--- config.mk ---
export PLATFORM = sky130hd
export DESIGN_NAME = mdio_master
export DESIGN_NICKNAME = d
export VERILOG_FILES = /design/src/rtl/mdio_pkg.sv /design/src/rtl/mdio_sync.sv /design/src/rtl/mdio_halftimer.sv /design/src/rtl/mdio_master.sv
export SDC_FILE = /design/constraint.sdc
export NUM_CORES = 1
export LEC_CHECK = 0
export BUFFER_PORTS_ARGS = -buffer_cell sky130_fd_sc_hd__buf_2
export CORE_MARGIN = 4
export CORE_UTILIZATION = 35
export DETAILED_ROUTE_END_ITERATION = 16
export HOLD_SLACK_MARGIN = 0.1
export PLACE_DENSITY = 0.6
export SLEW_MARGIN = 5
export SYNTH_ARGS = -nofsm -noshare
export SYNTH_HDL_FRONTEND = slang
export SYNTH_HIERARCHICAL = 1
export SYNTH_SLANG_ARGS = --single-unit
--- constraint.sdc ---
create_clock -name clk -period 3.8 [get_ports clk]
set_clock_uncertainty 0.1 [all_clocks]
set_input_delay 0.38 -clock clk [delete_from_list [all_inputs] [get_ports clk]]
set_output_delay 0.38 -clock clk [all_outputs]
set_load 0.1 [all_outputs]
--- src/rtl/mdio_pkg.sv ---
package mdio_pkg;
  typedef enum logic [2:0] {
    S_IDLE,
    S_PRE,
    S_HDR,
    S_WDAT,
    S_TA,
    S_RDAT,
    S_RCV,
    S_TAIL
  } mst_state_e;

  localparam logic [1:0] START_PAT = 2'b01;
  localparam logic [1:0] OP_READ   = 2'b10;
  localparam logic [1:0] OP_WRITE  = 2'b01;
  localparam logic [1:0] TA_WRITE  = 2'b10;
endpackage

--- src/rtl/mdio_sync.sv ---
module mdio_sync #(
  parameter int STAGES    = 2,
  parameter bit RESET_VAL = 1'b1
) (
  input  logic clk,
  input  logic rst,
  input  logic d_i,
  output logic q_o
);
  logic [STAGES-1:0] chain_q;

  always_ff @(posedge clk) begin
    if (rst) chain_q <= {STAGES{RESET_VAL}};
    else     chain_q <= {chain_q[STAGES-2:0], d_i};
  end

  assign q_o = chain_q[STAGES-1];
endmodule

--- src/rtl/mdio_halftimer.sv ---
module mdio_halftimer #(
  parameter int HALF_DIV = 4
) (
  input  logic clk,
  input  logic rst,
  input  logic run_i,
  output logic tick_o
);
  localparam int TW = (HALF_DIV > 1) ? $clog2(HALF_DIV) : 1;
  localparam logic [TW-1:0] LAST = TW'(HALF_DIV - 1);

  logic [TW-1:0] cnt_q;

  always_ff @(posedge clk) begin
    if (rst || !run_i)   cnt_q <= '0;
    else if (cnt_q == LAST) cnt_q <= '0;
    else                 cnt_q <= cnt_q + 1'b1;
  end

  assign tick_o = run_i && (cnt_q == LAST);

  // half-periods of at least two clocks never produce back-to-back ticks
  p_tick_spacing_r5: assert property (@(posedge clk) disable iff (rst)
    (tick_o && run_i) |=> !tick_o);
endmodule

--- src/rtl/mdio_master.sv ---
module mdio_master
  import mdio_pkg::*;
#(
  parameter int HALF_DIV = 4,
  parameter int ADDR_W   = 5,
  parameter int DATA_W   = 16,
  parameter int PRE_LEN  = 32,
  parameter int RCV_LEN  = 32,
  parameter int SYNC_STG = 2
) (
  input  logic              clk,
  input  logic              rst,
  input  logic              start_i,
  input  logic              rd_i,
  input  logic [ADDR_W-1:0] phy_i,
  input  logic [ADDR_W-1:0] reg_i,
  input  logic [DATA_W-1:0] wdata_i,
  output logic [DATA_W-1:0] rdata_o,
  output logic              done_o,
  output logic              err_o,
  output logic              busy_o,
  output logic              mdc_o,
  output logic              mdio_o,
  output logic              mdio_oe_o,
  input  logic              mdio_i
);
  localparam int HDR_N = 4 + 2 * ADDR_W;
  localparam int WR_N  = 2 + DATA_W;
  localparam int TX_W  = HDR_N + WR_N;
  localparam int CW    = $clog2(PRE_LEN + RCV_LEN + WR_N + HDR_N);

  mst_state_e        st_q;
  logic [CW-1:0]     cnt_q;
  logic [TX_W-1:0]   tx_q;
  logic [DATA_W-1:0] rx_q;
  logic              rd_q;
  logic              tick;
  logic              mdi_s;

  mdio_halftimer #(.HALF_DIV(HALF_DIV)) timer_i (
    .clk    (clk),
    .rst    (rst),
    .run_i  (st_q != S_IDLE),
    .tick_o (tick)
  );

  mdio_sync #(.STAGES(SYNC_STG), .RESET_VAL(1'b1)) sync_i (
    .clk (clk),
    .rst (rst),
    .d_i (mdio_i),
    .q_o (mdi_s)
  );

  always_ff @(posedge clk) begin
    if (rst) begin
      st_q      <= S_IDLE;
      cnt_q     <= '0;
      tx_q      <= '0;
      rx_q      <= '0;
      rd_q      <= 1'b0;
      rdata_o   <= '0;
      done_o    <= 1'b0;
      err_o     <= 1'b0;
      busy_o    <= 1'b0;
      mdc_o     <= 1'b0;
      mdio_o    <= 1'b0;
      mdio_oe_o <= 1'b0;
    end else begin
      done_o <= 1'b0;
      if (st_q == S_IDLE) begin
        if (start_i) begin
          st_q      <= S_PRE;
          cnt_q     <= CW'(PRE_LEN - 1);
          tx_q      <= {START_PAT, (rd_i ? OP_READ : OP_WRITE), phy_i, reg_i,
                        TA_WRITE, wdata_i};
          rd_q      <= rd_i;
          busy_o    <= 1'b1;
          err_o     <= 1'b0;
          mdc_o     <= 1'b0;
          mdio_o    <= 1'b1;
          mdio_oe_o <= 1'b1;
        end
      end else if (tick) begin
        if (!mdc_o) begin
          mdc_o <= 1'b1;
        end else begin
          mdc_o <= 1'b0;
          case (st_q)
            S_PRE: begin
              if (cnt_q == '0) begin
                st_q   <= S_HDR;
                cnt_q  <= CW'(HDR_N - 1);
                mdio_o <= tx_q[TX_W-1];
                tx_q   <= tx_q << 1;
              end else cnt_q <= cnt_q - 1'b1;
            end
            S_HDR: begin
              if (cnt_q == '0) begin
                if (rd_q) begin
                  st_q      <= S_TA;
                  mdio_oe_o <= 1'b0;
                end else begin
                  st_q   <= S_WDAT;
                  cnt_q  <= CW'(WR_N - 1);
                  mdio_o <= tx_q[TX_W-1];
                  tx_q   <= tx_q << 1;
                end
              end else begin
                cnt_q  <= cnt_q - 1'b1;
                mdio_o <= tx_q[TX_W-1];
                tx_q   <= tx_q << 1;
              end
            end
            S_WDAT: begin
              if (cnt_q == '0) begin
                st_q      <= S_TAIL;
                mdio_oe_o <= 1'b0;
              end else begin
                cnt_q  <= cnt_q - 1'b1;
                mdio_o <= tx_q[TX_W-1];
                tx_q   <= tx_q << 1;
              end
            end
            S_TA: begin
              if (mdi_s) begin
                st_q  <= S_RCV;
                cnt_q <= CW'(RCV_LEN - 1);
              end else begin
                st_q  <= S_RDAT;
                cnt_q <= CW'(DATA_W - 1);
              end
            end
            S_RDAT: begin
              rx_q <= {rx_q[DATA_W-2:0], mdi_s};
              if (cnt_q == '0) st_q <= S_TAIL;
              else             cnt_q <= cnt_q - 1'b1;
            end
            S_RCV: begin
              if (cnt_q == '0) begin
                st_q    <= S_IDLE;
                busy_o  <= 1'b0;
                done_o  <= 1'b1;
                err_o   <= 1'b1;
                rdata_o <= '0;
              end else cnt_q <= cnt_q - 1'b1;
            end
            S_TAIL: begin
              st_q   <= S_IDLE;
              busy_o <= 1'b0;
              done_o <= 1'b1;
              if (rd_q) rdata_o <= rx_q;
            end
            default: st_q <= S_IDLE;
          endcase
        end
      end
    end
  end

  // outside an access the clock rests low and the pad is released
  p_idle_quiet_r1: assert property (@(posedge clk) disable iff (rst)
    !busy_o |-> (!mdc_o && !mdio_oe_o));

  // a new data value never appears while the clock is high
  p_data_low_phase_r5: assert property (@(posedge clk) disable iff (rst)
    (busy_o && !$stable(mdio_o)) |-> !mdc_o);

  // completion is a single-cycle pulse
  p_done_pulse_r9: assert property (@(posedge clk) disable iff (rst)
    done_o |=> !done_o);

  // busy only drops together with completion
  p_busy_until_done_r9: assert property (@(posedge clk) disable iff (rst)
    $fell(busy_o) |-> done_o);

  // error flag moves only on completion or on an accepted start
  p_err_hold_r10: assert property (@(posedge clk) disable iff (rst)
    !$stable(err_o) |-> (done_o || busy_o));

  // read value moves only on completion
  p_rdata_hold_r10: assert property (@(posedge clk) disable iff (rst)
    !$stable(rdata_o) |-> done_o);
endmodule

; ---- Word-level counts from Yosys, hierarchy flattened
; Cells that the tools add are included.
[word_totals]
output_inout_bits = 22
in_bits = 31
elab_cells = 133
ff_bits = 85
[classes]
n_reduce_logical = 29
n_eq_ne = 20
n_mux = 65
bitwise = 3
addsub = 2
[op_table]
columns = cell, count
row1 = $mux 32, 8
row2 = $pmux 32 s3, 1
row3 = $mux 7, 8
row4 = $mux 16, 2
row5 = $pmux 16 s2, 1
row6 = $pmux 7 s4, 1
row7 = $mux 1, 27
row8 = $mux 3, 9
row9 = $ne 3x3->1 const B, 7
row10 = $reduce_and 7->1, 3
row11 = $pmux 3 s5, 1
row12 = $eq 3x3->1 const B, 4
row13 = $reduce_and 6->1, 2
row14 = $reduce_and 5->1, 2
row15 = $reduce_bool 2->1, 5
row16 = $reduce_bool 3->1, 3
row17 = $logic_not 7->1, 1
row18 = $sub 7x1->7 const B, 1
row19 = $eq 3x2->1 const B, 2
row20 = $ne 2x2->1 const B, 3
row21 = $pmux 1 s2, 3
row22 = $mux 5, 1
row23 = $reduce_bool 5->1, 1
row24 = $mux 2, 2
row25 = 17 further kinds, 21

; ---- Logic depth before layout (Yosys ltp)
; Gate-level depths: netlist (run 1).
[depth]
ltp_word = 6
mapped_depth = 12
depth_no_buf = 8

; ---- By module
; Netlist (run 1), hierarchy kept.
[modules_own_cells]
columns = module, instances, area_each_um2, cells_each, seq_area_each_um2
row1 = mdio_master, 1, 3706.1, 455, 1621.6
row2 = mdio_halftimer, 1, 86.3, 6, 40.0
row3 = mdio_sync, 1, 52.6, 4, 40.0

; ---- Worst setup path before layout (run 1)
; OpenSTA, ideal clock, no wires.
[synth_timing]
path_kind = register to register
from = register st_q[0]
to = register rdata_o[4]
stages_incl_launch_ff = 12
path_buffers = 3
synth_period_minus_slack_ns = 2.697
arrival_time_ns = 2.527
setup_ns = 0.071
path_slack_ns = 1.103
required_ns = 3.629
path_cell_list = dfxtp_1 buf_2 nor3_1 inv_1 clkbuf_1 and2_1 nand2_1 nor2_1 o21ai_1 clkbuf_1 nand2_1 a21oi_1
[synth_between]
elab_chain_cells = 3
word_cells_on_any_way = 11
classes_between = 4 x eq/ne / 1 x mux / 1 x bitwise / 5 x reduce/logical
[synth_rtl]
columns = item, line
row1 = "start, declared", mdio_master.sv:32  ; mst_state_e st_q;
row2 = "start signal, assigned", mdio_master.sv:56  ; st_q <= S_IDLE;
row3 = "start signal, assigned", mdio_master.sv:72  ; st_q <= S_PRE;
row4 = "start signal, assigned", mdio_master.sv:91  ; st_q <= S_HDR;
row5 = $reduce_bool 3->1, mdio_master.sv:43  ; .run_i (st_q != S_IDLE),
row6 = $logic_and 1x1->1, mdio_halftimer.sv:20  ; assign tick_o = run_i && (cnt_q == LAST);
row7 = via tick, mdio_master.sv:37  ; logic tick;
row8 = $reduce_and 6->1 (no source line), --
row9 = "end signal, assigned", mdio_master.sv:151  ; if (rd_q) rdata_o <= rx_q;
row10 = "end, declared", mdio_master.sv:18  ; output logic [DATA_W-1:0] rdata_o,
; The timed path passes the listed nets, and every way through them passes these cells.
; A chain may end at the register's enable or synchronous reset.

; ---- Final worst setup path (run 1)
[layout_timing]
from = register st_q[1]
to = register tx_q[3]
[layout_between]
word_cells_on_any_way = 18
classes_between = 7 x eq/ne / 4 x mux / 7 x reduce/logical
[layout_lines]
columns = item, line
row1 = $reduce_bool 3->1, mdio_master.sv:43
row2 = $logic_and 1x1->1, mdio_halftimer.sv:20
row3 = via tick, mdio_master.sv:37
row4 = $reduce_bool 2->1 (no source line), --
row5 = $reduce_and 7->1 (no source line), --
row6 = "end signal, assigned", mdio_master.sv:74  ; tx_q <= {START_PAT, (rd_i ? OP_READ : OP_WRITE), phy_i, reg_i,
row7 = "end signal, assigned", mdio_master.sv:94  ; tx_q <= tx_q << 1;
row8 = "end signal, assigned", mdio_master.sv:106  ; tx_q <= tx_q << 1;
row9 = "end, declared", mdio_master.sv:34  ; logic [TX_W-1:0] tx_q;
; The timed path passes the listed nets, and every way through them passes these cells. The select of a mux whose other input is x is not followed.

==> results.sh, run 1 <==
export IMPL_clk_transition_reported_paths_ns=0.09
export IMPL_area_growth_pct=13.6
export IMPL_initial_utilization=0.356
export IMPL_place_hpwl_um=5610
export IMPL_grt_first_pass_wirelength_um=14600
export IMPL_timing_final_max_slew_violations=0
export IMPL_initialDrtViolationCount=173
export IMPL_cellLeakagePower_nw=1.60
export IMPL_post_synth_mux_area_share=0.00260
export IMPL_final_layout_size_suffix_gt1_frac=0.208
export IMPL_vias_per_cell=5.14
export IMPL_core_box_area_um2=10800
export IMPL_io_buffers=52
export IMPL_postSynth_topFlopCell="dfxtp_1"
export IMPL_grt_setup_unrepaired="false"
export IMPL_drtPass1Iterations=7
export IMPL_setup_viol=0
export IMPL_numPlacedInstances=627
export IMPL_final_min_clock_period_ns=3.06
export IMPL_maxClockFrequency_mhz=327
export IMPL_ys_ff_latch=85
export IMPL_main_combinational_cell_family_by_area_after_synthesis="simple AND/OR/NAND/NOR gates"
export IMPL_ys_types=53
export IMPL_cts_resized=0
export IMPL_reg2reg_to="tx_q[3]"
export IMPL_power_density_cell_area_nw_per_um2=448
export IMPL_route_antenna_remaining_nets=0
export IMPL_r2r_start="st_q[1]"
export IMPL_worst_pin_slew_ns=1.12
export IMPL_floorplan_die_area_um2=12700
export IMPL_layout_cells_most_common="nand2_1"
export IMPL_gr_overflow_total=0
export IMPL_worst_hold_slack_ns=0.172
export IMPL_cts_buffer_depth=2
export IMPL_post_synth_xor_area_fraction=0.00456
export IMPL_totalNegativeSetupSlack_ns=0
export IMPL_gpl_final_weighted_congestion=0.821
export IMPL_timing_slew_headroom=0.250
export IMPL_num_nets_final=533
export IMPL_syn_num_nets=499
export IMPL_final_util=0.405
export IMPL_grt_pass1_vias=3168
export IMPL_design_portCount=53
export IMPL_cts_num_sinks=85
export IMPL_insertedDiodeCount=0
export IMPL_final_cell_count_no_fill=644
export IMPL_synth_adder_area_share=0.00976
export IMPL_route_detailed_drc=0
export IMPL_synth_top_cells_by_area="dfxtp_1 44%, nand2_1 11%, a311oi_2 7.8%, a21oi_1 6.0%, nor2_1 4.7%"
export IMPL_yosysWarnings=6
export IMPL_ff2ff_path_depth=9
export IMPL_status="finished clean"
export IMPL_critical_path_peak_fanout=65
export IMPL_synth_largest_area_cell="dfxtp_1"
export IMPL_worst_ep_arrival_time_ns=3.22
export IMPL_synth_top_cell_area_share=0.443
export IMPL_finalCritPeriodShare=0.804
export IMPL_floorplan_rows=38
export IMPL_place_area_um2=4160
export IMPL_wirelength_routed_um=8510
export IMPL_synth_seq_area_share=0.443
export IMPL_vdd_drop_max_uv=206
export IMPL_grt_start_max_net_pins=66
export IMPL_grt_antenna_before_repair=0
export IMPL_root_buffer="clkbuf_8"
export IMPL_critPathRequiredTime_ns=3.96
export IMPL_synth_simple_gate_area_share=0.256
export IMPL_via_count=3310
export IMPL_synthesis_area_um2=3840
export IMPL_drt_wirelength_per_cell_um=13.2
export IMPL_final_cell_mix="113 x nand2_1, 85 x dfxtp_1, 52 x buf_2"
export IMPL_die_w_um=113
export IMPL_setup_worst_path_class="reg -> reg"
export IMPL_synth_edff_count=0
export IMPL_synthArstFlopShare=0
export IMPL_max_cap_violations=0
export IMPL_cp_startpoint="st_q[1]"
export IMPL_synth_compound_gate_area_share=0.234
export IMPL_worstSetupEndpointType="flop"
export IMPL_report_final_hold_viol_count=0
export IMPL_numCtsBuffers=9
export IMPL_worstSetupStartpointType="flop"
export IMPL_fillerInstances=1121
export IMPL_worst_hold_path_type="in -> reg"
export IMPL_rrSetupSlack_ns=0.74
export IMPL_die_height_um=113
export IMPL_clock_insertion_delay_worst_skew_ns=0.36
export IMPL_post_synth_cell_area_avg_um2=8.27
export IMPL_cp_endpoint="tx_q[3]"
export IMPL_grtUsageTotal=0.137
export IMPL_cts_tree="built"
export IMPL_cts_max_level=3
export IMPL_syn_inst=465
export IMPL_finish_instance_area_um2=4370
==> worst max-delay path, cell delays in order (launching register included) <==
cell and delay [ns]:
dfxtp_1 0.77, nor3_2 0.09, inv_1 0.09, and2_1 0.14
nand2_1 0.16, o21a_4 0.28, a2111oi_4 0.31, buf_4 0.61
nor2_1 0.11, a311oi_2 0.27
==> worst min-delay path by stage <==
stage | start | end | slack, ns | cells after the start
after global routing | phy_i[2] | tx_q[25] | 0.16 | 3
after CTS | phy_i[3] | tx_q[26] | 0.15 | 3
after global placement | sync_i/chain_q[0] | sync_i/chain_q[1] | 0.30 | 1
after detailed placement | sync_i/chain_q[0] | sync_i/chain_q[1] | 0.30 | 1
final | phy_i[3] | tx_q[26] | 0.17 | 3
after floorplan | sync_i/chain_q[0] | sync_i/chain_q[1] | 0.28 | 1
==> report_power, final <==
part | switching, mW | internal [mW]
Sequential | 0.0395 | 0.943
Combinational | 0.205 | 0.123
Clock | 0.339 | 0.307
Total | 0.583 | 1.37
==> logic make-up after synthesis <==
group                    Yosys count
buffers and inverters             42
AO/OA/AOI/OAI                    112
multiplexers                       1
AND/OR/NAND/NOR                  220
adder cells (fa/ha/maj)            3
XOR/XNOR                           2
flip-flops                        85
==> stage by stage <==
step	setup slack [ns]	power [mW]
final	0.744	1.96
after global routing	0.443	2.06
after CTS	0.749	1.98
after detailed placement	0.757	1.33
after global placement	0.865	1.32
after floorplan	1.10	1.27
==> final cells by class <==
cell class | instances | area [µm²] | share of cell area
repair buffers | 59 | 315 | 0.0722
well taps | 140 | 175 | 0.0401
inverters | 6 | 22.5 | 0.00516
multi-input cells | 338 | 1950 | 0.447
clock buffers | 9 | 124 | 0.0284
clock inverters | 7 | 75.1 | 0.0172
flip-flops and latches | 85 | 1700 | 0.390
==> what timing repair did <==
action                                 CTS  global route
buffers inserted                         0             0
hold buffers                             1             0
endpoints found under the hold margin    1             0
==> sequential cells by signal, summed over array words and instances, names as in the netlist <==
| signal | flops |
|---|---|
| st_q | 3 |
| cnt_q | 7 |
| rx_q | 16 |
| mdc_o | 1 |
| mdio_oe_o | 1 |
| tx_q | 32 |
| err_o | 1 |
| done_o | 1 |
| rdata_o | 16 |
| timer_i/cnt_q | 2 |
| rd_q | 1 |
| busy_o | 1 |
| mdio_o | 1 |
| sync_i/chain_q | 2 |
==> Yosys cell counts, types with 3 or more instances <==
cell type,number
nand2b_1,7
and2_1,3
a211oi_1,7
clkbuf_1,25
or2_2,3
a311oi_1,6
nand3_1,21
a21oi_1,46
nor2_1,48
nor2b_1,3
nor3_1,8
o21ai_0,9
a311oi_2,20
nand2_1,113
dfxtp_1,85
buf_6,3
buf_2,5
ha_1,3
inv_1,6
==> routing by layer <==
layer,vias up,share of wire,wire (µm),track usage
met2,80,0.46,3900,0.218
met1,1522,0.46,3930,0.175
met4,0,0.019,162,0.0513
met3,15,0.060,511,0.0433
met5,-,0,0,0
li1,1693,-,-,-
(Power assumes the default switching activity.)
==> run 2, diff against run 1 <==
Settings changed: ABC_AREA set to 1.
Clock period 3.8 ns to 3.1 ns, I/O delays scaled along.
==> results.sh, run 2 <==
export IMPL_status="finished clean"
export IMPL_synthesis_area_um2=4050
export IMPL_synth_top_cell_area_share=0.421
export IMPL_wl_met3_um=411
export IMPL_floorplan_rows=38
export IMPL_ys_ff_latch=85
export IMPL_clock_insertion_delay_worst_skew_ns=0.33
export IMPL_post_cts_setup_buffer_count=0
export IMPL_worstSetupEndpointType="flop"
export IMPL_post_synth_cell_area_avg_um2=6.86
export IMPL_fillerInstances=1174
export IMPL_setup_worst_path_class="reg -> reg"
export IMPL_gpl_final_weighted_congestion=0.891
export IMPL_r2r_start="st_q[0]"
export IMPL_numCtsBuffers=9
export IMPL_max_cap_violations=0
export IMPL_final_min_clock_period_ns=2.54
export IMPL_critical_path_peak_fanout=38
export IMPL_initialDrtViolationCount=237
export IMPL_critPathRequiredTime_ns=3.23
export IMPL_worst_hold_path_num_cells=3
export IMPL_ctsHoldBuffers=1
export IMPL_vias_per_cell=4.81
export IMPL_syn_num_nets=624
export IMPL_drt_wirelength_per_cell_um=12.1
export IMPL_reg2reg_to="tx_q[16]"
export IMPL_maxClockFrequency_mhz=394
export IMPL_rrSetupSlack_ns=0.56
export IMPL_worstSetupStartpointType="flop"
export IMPL_area_growth_pct=16.3
export IMPL_die_height_um=116
export IMPL_top_register="tx_q"
export IMPL_drtPass1Iterations=4
export IMPL_design_portCount=53
export IMPL_routed_top_layer="met4"
export IMPL_worst_hold_path_type="in -> reg"
export IMPL_grt_pass1_vias=3496
export IMPL_cts_num_sinks=85
export IMPL_routed_wl_met2_um=4330
export IMPL_yosysWarnings=6
export IMPL_io_buffers=52
export IMPL_totalNegativeSetupSlack_ns=0
export IMPL_largest_register_ff_count=32
export IMPL_syn_inst=590
export IMPL_power_density_cell_area_nw_per_um2=899
export IMPL_worst_ep_arrival_time_ns=2.67
export IMPL_hp_start="rd_i"
export IMPL_grt_antenna_before_repair=0
export IMPL_num_nets_final=664
export IMPL_post_layout_total_power_mw=4.23
export IMPL_place_hpwl_um=6130
export IMPL_gr_overflow_total=0
export IMPL_clk_transition_reported_paths_ns=0.07
export IMPL_synth_seq_area_share=0.421
export IMPL_cts_max_level=3
export IMPL_grtUsageTotal=0.147
export IMPL_largest_registers="tx_q: 32 flops, rdata_o: 16 flops, rx_q: 16 flops"
export IMPL_yosys_top_cells_count="166 x nand2_1, 102 x nor2_1, 85 x dfxtp_1, 35 x inv_1, 29 x o21ai_0"
export IMPL_grt_first_pass_wirelength_um=16100
export IMPL_route_antenna_remaining_nets=0
export IMPL_route_detailed_drc=0
export IMPL_cts_buffer_depth=2
export IMPL_initial_utilization=0.365
export IMPL_final_layout_size_suffix_gt1_frac=0.146
export IMPL_root_buffer="clkbuf_16"
export IMPL_floorplan_die_area_um2=13300
export IMPL_cts_resized=0
export IMPL_insertedDiodeCount=0
export IMPL_cellLeakagePower_nw=2.28
export IMPL_timing_final_max_slew_violations=0
export IMPL_synth_largest_area_cell="dfxtp_1"
export IMPL_final_cell_mix="166 x nand2_1, 102 x nor2_1, 85 x dfxtp_1"
export IMPL_grt_setup_unrepaired="false"
export IMPL_grt_start_max_net_pins=48
export IMPL_via_count=3729
export IMPL_ff2ff_path_depth=14
export IMPL_synthArstFlopShare=0
export IMPL_synthMostInstantiatedCell="nand2_1"
export IMPL_layout_cells_most_common="nand2_1"
export IMPL_ys_types=32
export IMPL_cts_tree="built"
export IMPL_timing_slew_headroom=0.344
export IMPL_synth_edff_count=0
export IMPL_finalCritPeriodShare=0.818
export IMPL_vdd_drop_max_uv=421
export IMPL_core_box_area_um2=11100
export IMPL_setup_viol=0
export IMPL_worst_hold_path_endpoint="rd_q"
export IMPL_worst_pin_slew_ns=0.983
export IMPL_postSynth_topFlopCell="dfxtp_1"
export IMPL_wl_met1_um=4490
export IMPL_report_final_hold_viol_count=0
export IMPL_synth_top_cells_by_area="dfxtp_1 42%, nand2_1 15%, nor2_1 9.5%, o21ai_0 3.6%, a21oi_1 3.5%"
export IMPL_wirelength_routed_um=9360
export IMPL_die_w_um=116
## run 2: cell count changes after synthesis, sizes merged, moves of 7 or more
cell    change
a211oi      -7
a21oi      -18
a311oi     -26
buf         +7
clkbuf     -12
inv        +30
nand2      +58
nand2b      -7
nand3b     +17
nor2       +60
nor3       +19
o21ai      +45
## run 2: final cells by class
cell class	instances	area (µm²)	share of cell area
well taps	140	175	0.0372
repair buffers	60	323	0.0686
flip-flops and latches	85	1700	0.362
inverters	36	138	0.0292
multi-input cells	438	2040	0.433
clock inverters	7	108	0.0229
clock buffers	9	225	0.0479
## run 2: layer usage
metal	GRT usage	up-vias
li1	-	1967
met1	0.193	1668
met2	0.243	83
met3	0.0245	11
met4	0.0548	0
met5	0	-
## run 2: stage by stage
| step | cell area, µm² | cells | util | hold WS, ns | worst slack (ns) |
|---|---|---|---|---|---|
| 2_1_floorplan | 4050 | 590 | - | 0.279 | 0.920 |
| 3_3_place_gp | 4360 | 758 | 0.394 | 0.297 | 0.629 |
| 3_5_place_dp | 4360 | 758 | 0.394 | 0.305 | 0.563 |
| 4_1_cts | 4710 | 775 | 0.425 | 0.187 | 0.566 |
| 5_1_grt | 4710 | 775 | 0.425 | 0.224 | 0.374 |
| 6_report | 4710 | 775 | 0.425 | 0.200 | 0.564 |
## run 2: worst max-delay path, cell delays in order, from the launching register on
cell and delay [ns]:
dfxtp_1 0.56, nor2_8 0.09, nand2_4 0.35, nand2_1 0.09, inv_1 0.08, nand2_1 0.06, inv_1 0.07, nand2_2 0.09
nand2_4 0.13, nand3_4 0.09, nor2_4 0.27, buf_4 0.27, nand2_1 0.07, nand2_1 0.06, nor2_1 0.04
## run 2: how the worst max path moves through the flow
stage / from / end / slack, ns / cells after the start
floorplan: st_q[0] / mdio_o / 0.92 / 16
global placement: st_q[0] / tx_q[17] / 0.63 / 14
detailed placement: st_q[0] / tx_q[17] / 0.56 / 14
CTS: st_q[0] / tx_q[16] / 0.57 / 14
global route: st_q[2] / tx_q[31] / 0.37 / 14
finish: st_q[0] / tx_q[16] / 0.56 / 14
## run 2: cell families (layout without fill, tap and decap cells)
family / after synthesis / after routing / synth area share
AOI/OAI and AO/OA: 87 / 87 / 0.110
xor gates and xnor gates: 2 / 2 / 0.00433
adders and majority gates: 3 / 3 / 0.00928
buffers and inverters: 67 / 112 / 0.0761
DFF: 85 / 85 / 0.421
and+or+nand+nor: 346 / 346 / 0.380
## run 2: power by group
part           internal, mW  switching [mW]  leakage, nW
clock                 0.719           0.475        0.163
sequential             1.33           0.151        0.695
combinational         0.503            1.06         1.42
==> run 3, diff against run 2 <==
Settings changed: ABC_AREA 1 to 0, PLACE_DENSITY 0.6 to 0.62.
Clock period 3.1 ns to 2.1 ns, I/O delays scaled along.
==> results.sh, run 3 (same netlist as run 1, synthesis figures left out) <==
export IMPL_worst_hold_path_endpoint="mdio_oe_o"
export IMPL_route_antenna_remaining_nets=0
export IMPL_numCtsBuffers=9
export IMPL_die_w_um=113
export IMPL_drt_wirelength_per_cell_um=14.1
export IMPL_grt_setup_unrepaired="true"
export IMPL_initial_utilization=0.356
export IMPL_rrSetupSlack_ns=-0.11
export IMPL_largest_registers="tx_q: 32 flops, rdata_o: 16 flops, rx_q: 16 flops"
export IMPL_timing_slew_headroom=0.647
export IMPL_grtUsageTotal=0.156
export IMPL_place_area_um2=4520
export IMPL_worst_hold_path_num_cells=4
export IMPL_final_cell_mix="112 x nand2_1, 79 x dfxtp_1, 52 x buf_2"
export IMPL_core_box_area_um2=10800
export IMPL_worstSetupStartpointType="flop"
export IMPL_die_height_um=113
export IMPL_cts_max_level=3
export IMPL_critical_path_peak_fanout=8
export IMPL_violations="negative setup slack"
export IMPL_initialDrtViolationCount=174
export IMPL_clk_transition_reported_paths_ns=0.10
export IMPL_io_buffers=52
export IMPL_finish_instance_area_um2=5470
export IMPL_totalNegativeSetupSlack_ns=-1.00
export IMPL_top_register="tx_q"
export IMPL_worst_hold_path_type="in -> reg"
export IMPL_reg2reg_to="tx_q[0]"
export IMPL_drtPass1Iterations=4
export IMPL_critPathRequiredTime_ns=2.25
export IMPL_grt_first_pass_wirelength_um=16600
export IMPL_floorplan_die_area_um2=12700
export IMPL_grt_start_max_net_pins=57
export IMPL_place_hpwl_um=6070
export IMPL_clock_insertion_delay_worst_skew_ns=0.36
export IMPL_worst_hold_slack_ns=0.306
export IMPL_path_cells="or4b_4, o21a_4, a2111oi_4, buf_6, buf_12, buf_8, nand2b_4, a21oi_2"
export IMPL_root_buffer="clkbuf_8"
export IMPL_crit_path_max_incr_delay_ns=0.55
export IMPL_insertedDiodeCount=0
export IMPL_num_nets_final=610
export IMPL_wirelength_routed_um=10200
export IMPL_maxClockFrequency_mhz=453
export IMPL_grt_antenna_before_repair=0
export IMPL_via_count=3637
export IMPL_cts_buffer_depth=2
export IMPL_vias_per_cell=5.04
export IMPL_setup_worst_path_class="reg -> reg"
export IMPL_max_cap_violations=0
export IMPL_worstSetupEndpointType="flop"
export IMPL_layout_cells_most_common="nand2_1"
export IMPL_cts_tree="built"
export IMPL_power_density_cell_area_nw_per_um2=729
export IMPL_timing_final_max_slew_violations=0
export IMPL_timing_final_ws_setup_ns=-0.108
export IMPL_ff2ff_path_depth=8
export IMPL_cellLeakagePower_nw=2.09
export IMPL_final_util=0.507
export IMPL_hp_start="start_i"
export IMPL_gpl_final_weighted_congestion=0.807
export IMPL_final_layout_size_suffix_gt1_frac=0.356
export IMPL_grt_pass1_vias=3476
export IMPL_cts_num_sinks=85
export IMPL_largest_register_ff_count=32
export IMPL_setup_viol=28
export IMPL_worst_ep_arrival_time_ns=2.36
export IMPL_critical_path_slowest_cell="or4b_4"
export IMPL_vdd_drop_max_uv=436
export IMPL_floorplan_rows=38
export IMPL_final_min_clock_period_ns=2.21
export IMPL_status="finished, violations left"
export IMPL_gr_overflow_total=0
export IMPL_final_cell_count_no_fill=721
export IMPL_worst_pin_slew_ns=0.530
export IMPL_numPlacedInstances=659
export IMPL_area_growth_pct=42.2
export IMPL_r2r_start="st_q[2]"
export IMPL_finalCritPeriodShare=1.05
export IMPL_report_final_hold_viol_count=0
export IMPL_route_detailed_drc=0
export IMPL_design_portCount=53
[run 3: how the worst max path moves through the flow]
stage | startpoint | to | depth (start not counted)
5_1_grt | cnt_q[0] | tx_q[0] | 10
3_3_place_gp | cnt_q[0] | cnt_q[6] | 9
6_report | st_q[2] | tx_q[0] | 8
2_1_floorplan | st_q[0] | tx_q[10] | 12
3_5_place_dp | cnt_q[0] | cnt_q[3] | 9
4_1_cts | cnt_q[0] | cnt_q[4] | 9
[run 3: timing repair]
action / 4_1_cts / 5_1_grt
setup buffers: 8 / 4
setup endpoints to repair: 39 / 68
cloned: 1 / 4
resized for setup: 26 / 49
pin swaps: 8 / 26
endpoints found under the hold margin: 31 / 0
hold buffers: 30 / 0
[run 3: per-stage QoR]
| stage | power, mW | setup slack (ns) |
|---|---|---|
| after floorplan | 2.32 | -0.0410 |
| after global placement | 2.50 | -0.0472 |
| after detailed placement | 2.53 | -0.143 |
| after CTS | 3.86 | -0.0476 |
| after global routing | 4.18 | -0.227 |
| final | 3.99 | -0.108 |
[run 3: critical path, delay by kind of cell (launching register included)]
kind	cells	cell delay [ns]
flip-flops	1	0.35
AND/OR/NAND/NOR	2	0.67
AO/OA/AOI/OAI	3	0.50
buffers and inverters	3	0.48
[run 3: metal layers]
layer	GRT usage	vias to the layer above	wire [µm]
li1	-	1840	-
met4	0.0553	0	135
met2	0.259	91	5100
met5	0	-	0
met3	0.0342	13	488
met1	0.198	1693	4450
[run 3: power by group]
| part | switching, mW | internal (mW) | total (mW) |
|---|---|---|---|
| clock | 0.654 | 0.564 | 1.22 |
| sequential | 0.0769 | 1.71 | 1.79 |
| combinational | 0.510 | 0.473 | 0.983 |
[run 3: cell type report]
cell class / instances / area (µm²)
fill: 982 / 5330
inverter: 6 / 22.5
sequential: 85 / 1710
clock inverter: 7 / 80.1
tap: 140 / 175
clock buffer: 9 / 124
timing repair buffer: 136 / 1120
multi-input combinational: 338 / 2230
